--- src/rtl/xmem_pkg.sv ---
package xmem_pkg;

  typedef enum logic [1:0] {
    XS_IDLE  = 2'd0,
    XS_READ  = 2'd1,
    XS_WRITE = 2'd2
  } xs_state_t;

endpackage

--- src/rtl/xmem_cycle_calc.sv ---
module xmem_cycle_calc #(
  parameter int SEL_W = 3,
  parameter int CNT_W = 4
) (
  input  logic [SEL_W-1:0] stretch_sel,
  input  logic             is_write,
  output logic [CNT_W-1:0] last_idx,
  output logic [CNT_W-1:0] strb_len
);

  logic [CNT_W-1:0] s_ext;

  always_comb begin
    s_ext = CNT_W'(stretch_sel);
    // window is s+1 clocks for a read, s+2 for a write
    last_idx = is_write ? s_ext + CNT_W'(1) : s_ext;
    // write strobe floors at one clock
    strb_len = (s_ext < CNT_W'(2)) ? CNT_W'(1) : s_ext - CNT_W'(1);
  end

endmodule

--- src/rtl/xmem_cycle_fsm.sv ---
module xmem_cycle_fsm
  import xmem_pkg::*;
#(
  parameter int CNT_W = 4
) (
  input  logic             clk,
  input  logic             rst_n,
  input  logic             start,
  input  logic             start_write,
  input  logic [CNT_W-1:0] last_idx_in,
  input  logic [CNT_W-1:0] strb_len_in,
  output logic             active,
  output logic             rd_strobe,
  output logic             wr_strobe,
  output logic             done,
  output logic             capture
);

  xs_state_t        state_q, state_d;
  logic [CNT_W-1:0] cnt_q, cnt_d;
  logic [CNT_W-1:0] last_q, last_d;
  logic [CNT_W-1:0] slen_q, slen_d;
  logic             at_last;

  assign active  = (state_q != XS_IDLE);
  assign at_last = active && (cnt_q == last_q);

  always_comb begin
    state_d = state_q;
    cnt_d   = cnt_q;
    last_d  = last_q;
    slen_d  = slen_q;
    unique case (state_q)
      XS_IDLE: begin
        if (start) begin
          state_d = start_write ? XS_WRITE : XS_READ;
          cnt_d   = '0;
          last_d  = last_idx_in;   // configuration frozen here
          slen_d  = strb_len_in;
        end
      end
      XS_READ, XS_WRITE: begin
        if (at_last) begin
          state_d = XS_IDLE;
          cnt_d   = '0;
        end else begin
          cnt_d = cnt_q + CNT_W'(1);
        end
      end
      default: state_d = XS_IDLE;
    endcase
  end

  always_ff @(posedge clk or negedge rst_n) begin
    if (!rst_n) begin
      state_q <= XS_IDLE;
      cnt_q   <= '0;
      last_q  <= '0;
      slen_q  <= '0;
    end else begin
      state_q <= state_d;
      cnt_q   <= cnt_d;
      last_q  <= last_d;
      slen_q  <= slen_d;
    end
  end

  assign rd_strobe = (state_q == XS_READ);
  // one setup clock before the write strobe
  assign wr_strobe = (state_q == XS_WRITE) && (cnt_q != '0) && (cnt_q <= slen_q);
  assign done      = at_last;
  assign capture   = at_last && (state_q == XS_READ);

  p_no_overflow_r2: assert property (@(posedge clk) disable iff (!rst_n)
    active |-> (cnt_q <= last_q));
  p_strobe_excl_r5: assert property (@(posedge clk) disable iff (!rst_n)
    !(rd_strobe && wr_strobe));
  p_strobe_in_window_r5: assert property (@(posedge clk) disable iff (!rst_n)
    (rd_strobe || wr_strobe) |-> active);
  p_wr_setup_r5: assert property (@(posedge clk) disable iff (!rst_n)
    $rose(active) |-> !wr_strobe);
  p_done_pulse_r7: assert property (@(posedge clk) disable iff (!rst_n)
    done |=> !done);
  p_done_ends_r7: assert property (@(posedge clk) disable iff (!rst_n)
    done |=> !active);

  always_ff @(posedge clk) begin
    if (!rst_n) begin
      p_reset_idle_r10: assert (!active && !rd_strobe && !wr_strobe && !done);
    end
  end

endmodule

--- src/rtl/xmem_stretch_ctrl.sv ---
module xmem_stretch_ctrl #(
  parameter int ADDR_W = 16,
  parameter int DATA_W = 8,
  parameter int SEL_W  = 3
) (
  input  logic              clk,
  input  logic              rst_n,
  input  logic              req_valid,
  input  logic              req_write,
  input  logic [ADDR_W-1:0] req_addr,
  input  logic [DATA_W-1:0] req_wdata,
  input  logic [SEL_W-1:0]  stretch_sel,
  input  logic [DATA_W-1:0] mem_rdata,
  output logic [ADDR_W-1:0] mem_addr,
  output logic [DATA_W-1:0] mem_wdata,
  output logic              addr_valid,
  output logic              rd_strobe,
  output logic              wr_strobe,
  output logic [DATA_W-1:0] rdata_out,
  output logic              done,
  output logic              busy
);

  localparam int MAX_WIN = (1 << SEL_W) + 1;
  localparam int CNT_W   = $clog2(MAX_WIN + 1);

  logic [1:0]        rst_sync_q;
  logic              rst_n_int;
  logic              accept;
  logic              active;
  logic              capture;
  logic [CNT_W-1:0]  last_idx;
  logic [CNT_W-1:0]  strb_len;
  logic [ADDR_W-1:0] addr_q;
  logic [DATA_W-1:0] wdata_q;
  logic [DATA_W-1:0] rdata_q;

  // asserted asynchronously, released after two edges
  always_ff @(posedge clk or negedge rst_n) begin
    if (!rst_n) rst_sync_q <= 2'b00;
    else        rst_sync_q <= {rst_sync_q[0], 1'b1};
  end
  assign rst_n_int = rst_sync_q[1];

  assign accept = req_valid && !active;

  xmem_cycle_calc #(.SEL_W(SEL_W), .CNT_W(CNT_W)) calc_i (
    .stretch_sel (stretch_sel),
    .is_write    (req_write),
    .last_idx    (last_idx),
    .strb_len    (strb_len)
  );

  xmem_cycle_fsm #(.CNT_W(CNT_W)) fsm_i (
    .clk         (clk),
    .rst_n       (rst_n_int),
    .start       (accept),
    .start_write (req_write),
    .last_idx_in (last_idx),
    .strb_len_in (strb_len),
    .active      (active),
    .rd_strobe   (rd_strobe),
    .wr_strobe   (wr_strobe),
    .done        (done),
    .capture     (capture)
  );

  always_ff @(posedge clk or negedge rst_n_int) begin
    if (!rst_n_int) begin
      addr_q  <= '0;
      wdata_q <= '0;
    end else if (accept) begin
      addr_q  <= req_addr;
      wdata_q <= req_wdata;
    end
  end

  // sample on the final read strobe clock
  always_ff @(posedge clk or negedge rst_n_int) begin
    if (!rst_n_int)   rdata_q <= '0;
    else if (capture) rdata_q <= mem_rdata;
  end

  assign mem_addr   = addr_q;
  assign mem_wdata  = wdata_q;
  assign rdata_out  = rdata_q;
  assign addr_valid = active;
  assign busy       = active;

  p_addr_hold_r5: assert property (@(posedge clk) disable iff (!rst_n_int)
    (active && $past(active)) |-> ($stable(mem_addr) && $stable(mem_wdata)));
  p_rdata_hold_r6: assert property (@(posedge clk) disable iff (!rst_n_int)
    !capture |=> $stable(rdata_out));
  p_busy_ignore_r9: assert property (@(posedge clk) disable iff (!rst_n_int)
    (active && !done) |=> active);

endmodule

--- config.mk ---
export PLATFORM = sky130hd
export DESIGN_NAME = xmem_stretch_ctrl
export DESIGN_NICKNAME = d
export VERILOG_FILES = /design/src/rtl/xmem_pkg.sv /design/src/rtl/xmem_cycle_calc.sv /design/src/rtl/xmem_cycle_fsm.sv /design/src/rtl/xmem_stretch_ctrl.sv
export SDC_FILE = /design/constraint.sdc
export NUM_CORES = 1
export LEC_CHECK = 0
export ABC_CLOCK_PERIOD_IN_PS = 4200
export BUFFER_PORTS_ARGS = -buffer_cell sky130_fd_sc_hd__buf_4
export CAP_MARGIN = 20
export CORE_ASPECT_RATIO = 1.4
export CORE_MARGIN = 10
export CORE_UTILIZATION = 54
export DETAILED_ROUTE_END_ITERATION = 8
export PLACE_DENSITY = 0.85
export SKIP_CTS_REPAIR_TIMING = 1
export SLEW_MARGIN = 40
export SYNTH_ARGS = -nofsm -noshare
export SYNTH_HDL_FRONTEND = slang
export SYNTH_SLANG_ARGS = --single-unit
--- constraint.sdc ---
create_clock -name clk -period 4.2 [get_ports clk]
set_clock_uncertainty 0.2 [all_clocks]
set_input_delay 0.84 -clock clk [delete_from_list [all_inputs] [get_ports clk]]
set_output_delay 0.84 -clock clk [all_outputs]
set_load 0.02 [all_outputs]
### Yosys cells after proc, flatten, opt, wreduce, memory -nomap -nowiden

Index checks and enable logic that the tools add are counted.

| operators by class | value |
|---|---|
| reductions and logical operators | 14 |
| multiplexer cells | 9 |
| magnitude comparators | 2 |
| add/sub/neg operators | 3 |
| eq/ne operators | 5 |

Operators with widths:

| cell | count |
|---|---|
| 2-to-1 mux 4 bit | 4 |
| one-hot mux 4 bit (2 select lines) | 1 |
| 2-to-1 mux 2 bit | 3 |
| AND reduction 2 bit | 3 |
| logical AND 1 bit | 5 |
| adder 3 x 1 -> 4 bit, second input constant | 1 |
| adder 4 x 1 -> 4 bit, second input constant | 1 |
| equality test 4 bit | 1 |
| <= comparator 4 bit | 1 |
| one-hot mux 2 bit (2 select lines) | 1 |
| nonzero test 2 bit | 2 |
| nonzero test 4 bit | 1 |
| subtractor 3 x 1 -> 4 bit, second input constant | 1 |
| < comparator 3 x 2 -> 1 bit, second input constant | 1 |
| equality test 2 x 1 -> 1 bit, second input constant | 1 |
| equality test 2 bit, second input constant | 1 |
| logical NOT 2 bit | 1 |
| != test 2 x 1 -> 1 bit, second input constant | 1 |
| != test 2 bit, second input constant | 1 |
| OR reduction 2 bit | 1 |
| logical NOT 1 bit | 1 |

| word-level totals | value |
|---|---|
| output and inout port bits | 37 |
| bits in registers | 48 |
| word-level logic and storage cells | 41 |

### Depth between registers and ports, before layout

Gate-level depths: netlist of run 1.

| logic depth | value |
|---|---|
| word-level depth | 5 |
| mapped depth | 8 |
| mapped depth without buffers | 6 |

### Modules after synthesis

Synthesis of run 1 repeated with hierarchy kept, for this count alone.

| unflattened totals | value |
|---|---|
| cell total of the unflattened synthesis | 170 |
| area total of the unflattened synthesis | 2313.5 sq um |

Modules (own cells, without submodules):

| module | area an instance (sq um) | cells an instance | seq. area each (sq um) | times used |
|---|---|---|---|---|
| xmem_stretch_ctrl | 1363.8 | 73 | 850.8 | 1 |
| xmem_cycle_fsm | 833.3 | 79 | 350.3 | 1 |
| xmem_cycle_calc | 116.4 | 18 | 0.0 | 1 |

### Worst setup path after synthesis of run 1

OpenSTA, ideal clock, no wires.

| path | value |
|---|---|
| path kind | flip-flop to output port |
| start point | register fsm_i.state_q[0] |
| end point | output port done |
| data required time | 3160 ps |
| cell stages (with the launch flop) | 7 |
| arrival time | 1552 ps |
| path buffers | 1 |
| path slack | 1608 ps |
| path through | dfrtp_1 > inv_1 > ha_1 > buf_6 > clkinv_1 > nand4_2 > nor2_1 |

| on the way | value |
|---|---|
| longest elaborated chain between the ends | 2 |

Ends and longest elaborated chain:

| item | line | source |
|---|---|---|
| from (decl) | xmem_cycle_fsm.sv:19 | `xs_state_t state_q, state_d;` |
| from (signal assigned) | xmem_cycle_fsm.sv:61 | `state_q <= state_d;` |
| nonzero test 2 bit | xmem_cycle_fsm.sv:25 | `assign active = (state_q != XS_IDLE);` |
| via addr_valid | xmem_stretch_ctrl.sv:16 | `output logic addr_valid,` |
| logical AND 1 bit | xmem_cycle_fsm.sv:26 | `assign at_last = active && (cnt_q == last_q);` |
| to (decl) | xmem_stretch_ctrl.sv:20 | `output logic done,` |

The timed path passes the listed nets, and every way through them passes these cells.

### Worst setup path in the final report of run 1

| path | value |
|---|---|
| start point | register fsm_i.state_q[0] |
| end point | output port done |

| on the way | value |
|---|---|
| longest elaborated chain between the ends | 2 |

Ends and longest elaborated chain:

| item | line |
|---|---|
| nonzero test 2 bit | xmem_cycle_fsm.sv:25 |
| logical AND 1 bit | xmem_cycle_fsm.sv:26 |

No other way between the ends.

==> summary.txt, run 1 <==
Route
  • Post-route ant nets: 0
  • Vias: 1652
  • Residual DRC count: 0
  • Total wire length: 5228 um
  • DR vias/cell: 5.434
  • WL per Instance: 17.20 um
  • First-pass DRT Iterations: 4
  • Initial DRC Count: 140

CTS
  • CTS sink count: 48
  • CTS tree: yes
  • Worst-path clk slew: 0.08 ns
  • CTS Root Cell: clkbuf_8
  • Longest Clk Path Bufs: 2
  • Num CTS Buffers: 5
  • H-tree lvl count: 2
  • Worst skew pair latency: 0.30 ns

Global routing
  • Total congestion overflow: 0
  • Vias in the first global route: 1771
  • Global-route wire length before repair: 8431 um
  • Initial antenna violation count: 0
  • Largest net degree at the start of global routing: 47
  • GRT Util Overall: 0.1541

Cells and area
  • Fin nets: 312
  • Cell area after layout: 2900 um^2
  • # fillers: 309
  • Commonest non-fill, non-tap cells in the layout: buf_4 (76), dfrtp_1 (47), mux2_2 (32), nand2_1 (16)
  • Ant. Diodes: 0
  • Leading cell type in the layout, fill and taps excluded: buf_4
  • Area added between synthesis and finish: 29.21%
  • FF+latch area: 1205 um^2
  • Finished Layout Cells: 304
  • Multi-input logic area: 953.4 um^2
  • Share of cells above drive strength 1: 0.4483

Pwr
  • Pwr Density: 769.9 nW/um^2
  • Int Power: 0.001316 W
  • Clock Power Share: 0.112
  • Leak pwr: 1.399 nW
  • Worst vdd ir: 0.4053 mV
  • Combinational Power Share: 0.521
  • Pwr Total: 0.002233 W
  • NetSw: 0.0009168 W
  • Sequential Power Share: 0.367
  • Switching share of total power: 0.4106

Timing
  • Final TNS setup: 0 ns
  • Setup violators final: 0
  • Final Hold Violating Endpoints: 0
  • Slew HR: 0.5744
  • Final Critical Period: 3.114 ns
  • F_max: 321.1 MHz
  • Worst Tran Pin Value: 0.6363 ns
  • Slew Limit Fails: 0
  • Final Cycle Share: 0.7415
  • RSZ-0062 raised after global routing: false

Setup path
  • CP Data Required Time: 3.16 ns
  • CP Data Arrival Time: 2.07 ns
  • Worst R2R Path Depth: 6
  • Top delay family on crit path: buffers and inverters
  • Max FO, Critical Path: 10
  • CP Buf/Inv Count: 3
  • Crit path kind: register to output port
  • Worst path cell trace: inv_1, ha_1, clkinv_1, nand4_2, nor2_1, buf_4
  • Critical Path Source: fsm_i.state_q[0]
  • Crit-path slowest cell: dfrtp_1
  • Reg-to-Reg Start: fsm_i.state_q[0]
  • Worst setup EP type: output port
  • End point of the critical path: done
  • Worst R2R End: rdata_out[6]
  • Worst setup SP type: register
  • CP peak stage delay: 0.42 ns
  • Instance count on the critical path: 6
  • Register-to-register setup slack: 1.86 ns

Synth
  • Synth top area cells: dfrtp_1 (54%), mux2_2 (16%), ha_1 (6.1%)
  • Syn Nets: 238
  • Syn Area/Cell: 11.94 um^2
  • Post-synth cell types: 35
  • Post-synth top area share: 0.5351
  • Post-synthesis cell count: 188
  • Synthesis-stage register bit count: 48
  • Post-synth design cell area: 2245 um^2
  • Register area share after synthesis: 0.5351
  • Post-synth top area cell: dfrtp_1
  • Ys Warns: 0

Flow run
  • Max-cap viol count: 0

Min path
  • HP Class: input port to asynchronous set/reset pin

Floorplan
  • Cell row count: 27
  • Starting Density: 0.5631
  • Full die area: 7172 um^2
  • Core area: 3986 um^2
  • Boundary pin count: 76
  • Die Span Y: 96.29 um
  • Overall die width: 74.49 um

Status
  • Status: complete, no violations

Placement
  • Placed cell count: 298
  • Placed inst area: 2825 um^2
  • GP Congestion: 0.8269
  • PortBufs: 75
  • Final HPWL DP: 4126 um
per-layer routing:
layer | global-route usage | routed length, um | up-vias
met5 | 0 | 0 | -
met4 | 0.08070 | 137 | 0
met3 | 0.05458 | 373 | 8
met2 | 0.2791 | 2887 | 56
met1 | 0.1483 | 1830 | 795
li1 | - | - | 793
state kept, by name, indices dropped and copies added, names as in the netlist:
name and count:
rdata_out 8, fsm_i.cnt_q 4, fsm_i.slen_q 4, fsm_i.last_q 4, rst_sync_q 2, mem_wdata 8
fsm_i.state_q 2, mem_addr 16
synth_stat cells, drive strengths merged:
master / instances
nand2b: 1
clkinv: 1
nand2: 17
a311o: 1
xor2: 2
nor4bb: 1
nor2: 5
a21oi: 4
mux2: 32
o21ai: 9
o22ai: 1
nor2b: 4
ha: 11
a211o: 1
o311ai: 1
a31oi: 1
o31ai: 1
nor3b: 1
nor3: 5
a311oi: 1
conb: 1
clkbuf: 5
nand4: 4
o2111ai: 1
dfrtp: 48
buf: 4
xnor2: 4
inv: 11
nand3: 5
mux2i: 2
o211ai: 3
area by class of cell:
cell class,count,area share
repair buffers,76,0.1967
inverters,12,0.01553
multi-input cells,119,0.3287
flip-flops and latches,48,0.4154
clock buffers,6,0.02502
well taps,43,0.01855
power groups by stage:
stage	logic, W	registers (W)	clock network (W)
2_1_floorplan	0.000564	0.000991	0
3_3_place_gp	0.00115	0.000813	0
3_5_place_dp	0.00118	0.000829	0
4_1_cts	0.00118	0.000820	0.000257
5_1_grt	0.00127	0.000848	0.000280
6_report	0.00116	0.000819	0.000251
how the worst min path moves through the flow:
stage	from	to	slack, ns	depth (start not counted)
after floorplan	rst_sync_q[0]	rst_sync_q[1]	0.13	0
after global placement	rst_sync_q[0]	rst_sync_q[1]	0.14	0
after detailed placement	rst_sync_q[0]	rst_sync_q[1]	0.15	0
after CTS	rst_n	rst_sync_q[1]	0.1	1
after global routing	rst_n	rst_sync_q[1]	0.09	1
final	rst_n	rst_sync_q[1]	0.11	1
worst reg2reg max path: cells and delay by family, from the launching register on:
kind / cells / cell delay (ns)
and+or+nand+nor: 2 / 0.63
adders and majority gates: 1 / 0.33
buffers and inverters: 2 / 0.28
DFF: 1 / 0.40
muxes: 1 / 0.39
metrics by stage:
step | util | hold WS (ns) | setup WS [ns]
floorplan | - | 0.1312 | 1.608
global placement | 0.7081 | 0.1395 | 1.538
detailed placement | 0.7087 | 0.1530 | 1.468
CTS | 0.7269 | 0.09918 | 1.138
global route | 0.7276 | 0.08863 | 0.9227
finish | 0.7276 | 0.1076 | 1.086
cell families after synthesis:
family	share of synthesized area
simple gates	0.09978
fa+ha+maj	0.06131
compound gates	0.06801
xor+xnor	0.02341
other cells	0.001671
mux	0.1695
flops	0.5351
buf+inv	0.04125
(Power assumes the default switching activity.)
==> inputs of run 2 (changes only) <==
Settings changed: ABC_AREA from default to 1, ABC_CLOCK_PERIOD_IN_PS 4200 to 2900, CORE_UTILIZATION 54 to 49, PLACE_DENSITY 0.85 to 0.78.
Clock period 4.2 ns to 2.9 ns, I/O delays scaled along.
==> summary.txt, run 2 <==
Cells and area
  • Finished Layout Cells: 395
  • Ant. Diodes: 0
  • Fin nets: 384
  • Commonest non-fill, non-tap cells in the layout: nand2_1 (120), buf_4 (76), dfrtp_1 (47), inv_1 (17), o21ai_1 (12)
  • Max reg flops: 16
  • Leading cell type in the layout, fill and taps excluded: nand2_1
  • Share of cells above drive strength 1: 0.2836
  • Area added between synthesis and finish: 32.88%
  • # fillers: 363

Global routing
  • Global-route wire length before repair: 8735 um
  • GRT Util Overall: 0.1368
  • Total congestion overflow: 0
  • Largest net degree at the start of global routing: 47
  • Initial antenna violation count: 0
  • Vias in the first global route: 1983

Setup path
  • Max FO, Critical Path: 13
  • Register-to-register setup slack: 0.89 ns
  • CP Buf/Inv Count: 4
  • Worst setup EP type: output port
  • Worst setup SP type: register
  • CP Data Arrival Time: 1.69 ns
  • Most used cell along the critical path: inv_1
  • Top delay family on crit path: buffers and inverters
  • Crit path kind: register to output port
  • CP peak stage delay: 0.38 ns
  • CP Data Required Time: 2.12 ns
  • Worst path cell trace: inv_1, ha_1, inv_1, nand2_1, nor2_4, nand3_4, inv_2, buf_4
  • Crit-path slowest cell: dfrtp_1

Synth
  • Syn Nets: 308
  • Syn Area/Cell: 8.555 um^2
  • Ys async rst share: 1.000
  • Top cells by count, synth: nand2_1 (120), dfrtp_1 (48), inv_1 (17), o21ai_1 (12), ha_1 (11)
  • Post-synthesis cell count: 258
  • Most used flip-flop cell after synthesis: dfrtp_1
  • Post-synth top area cell: dfrtp_1
  • Ys Warns: 0
  • Most common cell in the netlist: nand2_1
  • Post-synth design cell area: 2207 um^2
  • Post-synth EDFFs: 0
  • Register area share after synthesis: 0.5442
  • Post-synth cell types: 26
  • Post-synth top area share: 0.5442
  • Synth top area cells: dfrtp_1 (54%), nand2_1 (20%), ha_1 (6.2%)
  • Synthesis-stage register bit count: 48

Placement
  • GP Congestion: 0.8567
  • Final HPWL DP: 4082 um
  • Placed cell count: 386
  • PortBufs: 75

Timing
  • F_max: 405.6 MHz
  • Final Hold Violating Endpoints: 0
  • Final Critical Period: 2.466 ns
  • Hold slack: 0.1372 ns
  • Final Cycle Share: 0.8502
  • Final TNS setup: 0 ns
  • Worst Tran Pin Value: 0.5840 ns
  • RSZ-0062 raised after global routing: false
  • Slew HR: 0.6107
  • Setup violators final: 0
  • Slew Limit Fails: 0

Status
  • Status: complete, no violations

CTS
  • Worst-path clk slew: 0.09 ns
  • CTS sink count: 48
  • CTS tree: yes
  • H-tree lvl count: 2
  • Num CTS Buffers: 5
  • Longest Clk Path Bufs: 2
  • Worst skew pair latency: 0.29 ns
  • CTS Root Cell: clkbuf_8

Route
  • Vias: 1878
  • DR vias/cell: 4.754
  • Total wire length: 5250 um
  • WL per Instance: 13.29 um
  • Initial DRC Count: 55
  • First-pass DRT Iterations: 4
  • Residual DRC count: 0
  • Post-route ant nets: 0

Min path
  • HP Class: register to asynchronous set/reset pin

Floorplan
  • Core area: 4309 um^2
  • Starting Density: 0.5122
  • Overall die width: 76.72 um
  • Cell row count: 28
  • Die Span Y: 99.41 um
  • Full die area: 7627 um^2
  • Boundary pin count: 76

Flow run
  • Max-cap viol count: 0

Pwr
  • Pwr Total: 0.003004 W
  • Leak pwr: 1.596 nW
  • Pwr Density: 1024 nW/um^2
  • Worst vdd ir: 0.6470 mV
-- run 2: logic make-up (layout without fill, tap and decap cells) --
| group | count (synthesis) | count (layout) | synth area share |
|---|---|---|---|
| other | 1 | 1 | 0.001699 |
| and+or+nand+nor | 141 | 141 | 0.2619 |
| adders and majority gates | 11 | 11 | 0.06236 |
| DFF | 48 | 48 | 0.5442 |
| xor gates and xnor gates | 5 | 5 | 0.01984 |
| AOI/OAI and AO/OA | 22 | 22 | 0.05386 |
| buffers and inverters | 30 | 107 | 0.05612 |
-- run 2: cell type report --
| type | instances | area [um^2] | area share |
|---|---|---|---|
| inverter | 22 | 82.58 | 0.02816 |
| clock inverter | 2 | 35.03 | 0.01195 |
| multi-input combinational | 180 | 882.1 | 0.3008 |
| sequential | 48 | 1205 | 0.4108 |
| timing repair buffer | 77 | 580.6 | 0.1980 |
| clock buffer | 6 | 72.57 | 0.02474 |
| tap | 60 | 75.07 | 0.02560 |
-- run 2: metrics by stage --
step                cell area (um^2)  utilization  worst slack (ns)
floorplan                       2207            -            0.7302
global placement                2813       0.6527            0.8112
detailed placement              2815       0.6533            0.7587
CTS                             2923       0.6783            0.4192
global route                    2933       0.6806            0.2887
finish                          2933       0.6806            0.4343
-- run 2: routing by layer --
metal	up-vias	part of all wire	GRT usage
li1	945	-	-
met1	868	0.39	0.1438
met2	54	0.50	0.2375
met3	11	0.089	0.06306
met4	0	0.019	0.04304
met5	-	0	0
-- run 2: worst paths after layout --
| check | startpoint | to | cells after the start |
|---|---|---|---|
| min in group clk | rst_sync_q[0] | rst_sync_q[1] | 0 |
| max in group asynchronous | rst_sync_q[1] | fsm_i.cnt_q[2] | 0 |
| hold / removal | rst_sync_q[1] | mem_addr[6] | 0 |
| hold reg to reg | rst_sync_q[1] | mem_addr[6] | 0 |
| setup reg to reg | fsm_i.state_q[1] | fsm_i.last_q[3] | 6 |
| setup / recovery | fsm_i.state_q[0] | done | 8 |
-- run 2: worst register-to-register path, stage by stage (launching register included) --
cell,delay (ns)
dfrtp_1,0.41
inv_1,0.09
ha_1,0.17
nand2_1,0.26
inv_2,0.53
nand3_1,0.12
o21ai_0,0.16
-- run 2: where the power goes --
part           internal (W)  switching [W]  leakage (nW)
Clock              0.000256       0.000209        0.0552
Sequential         0.000942       0.000174         0.585
Combinational      0.000558       0.000865         0.956
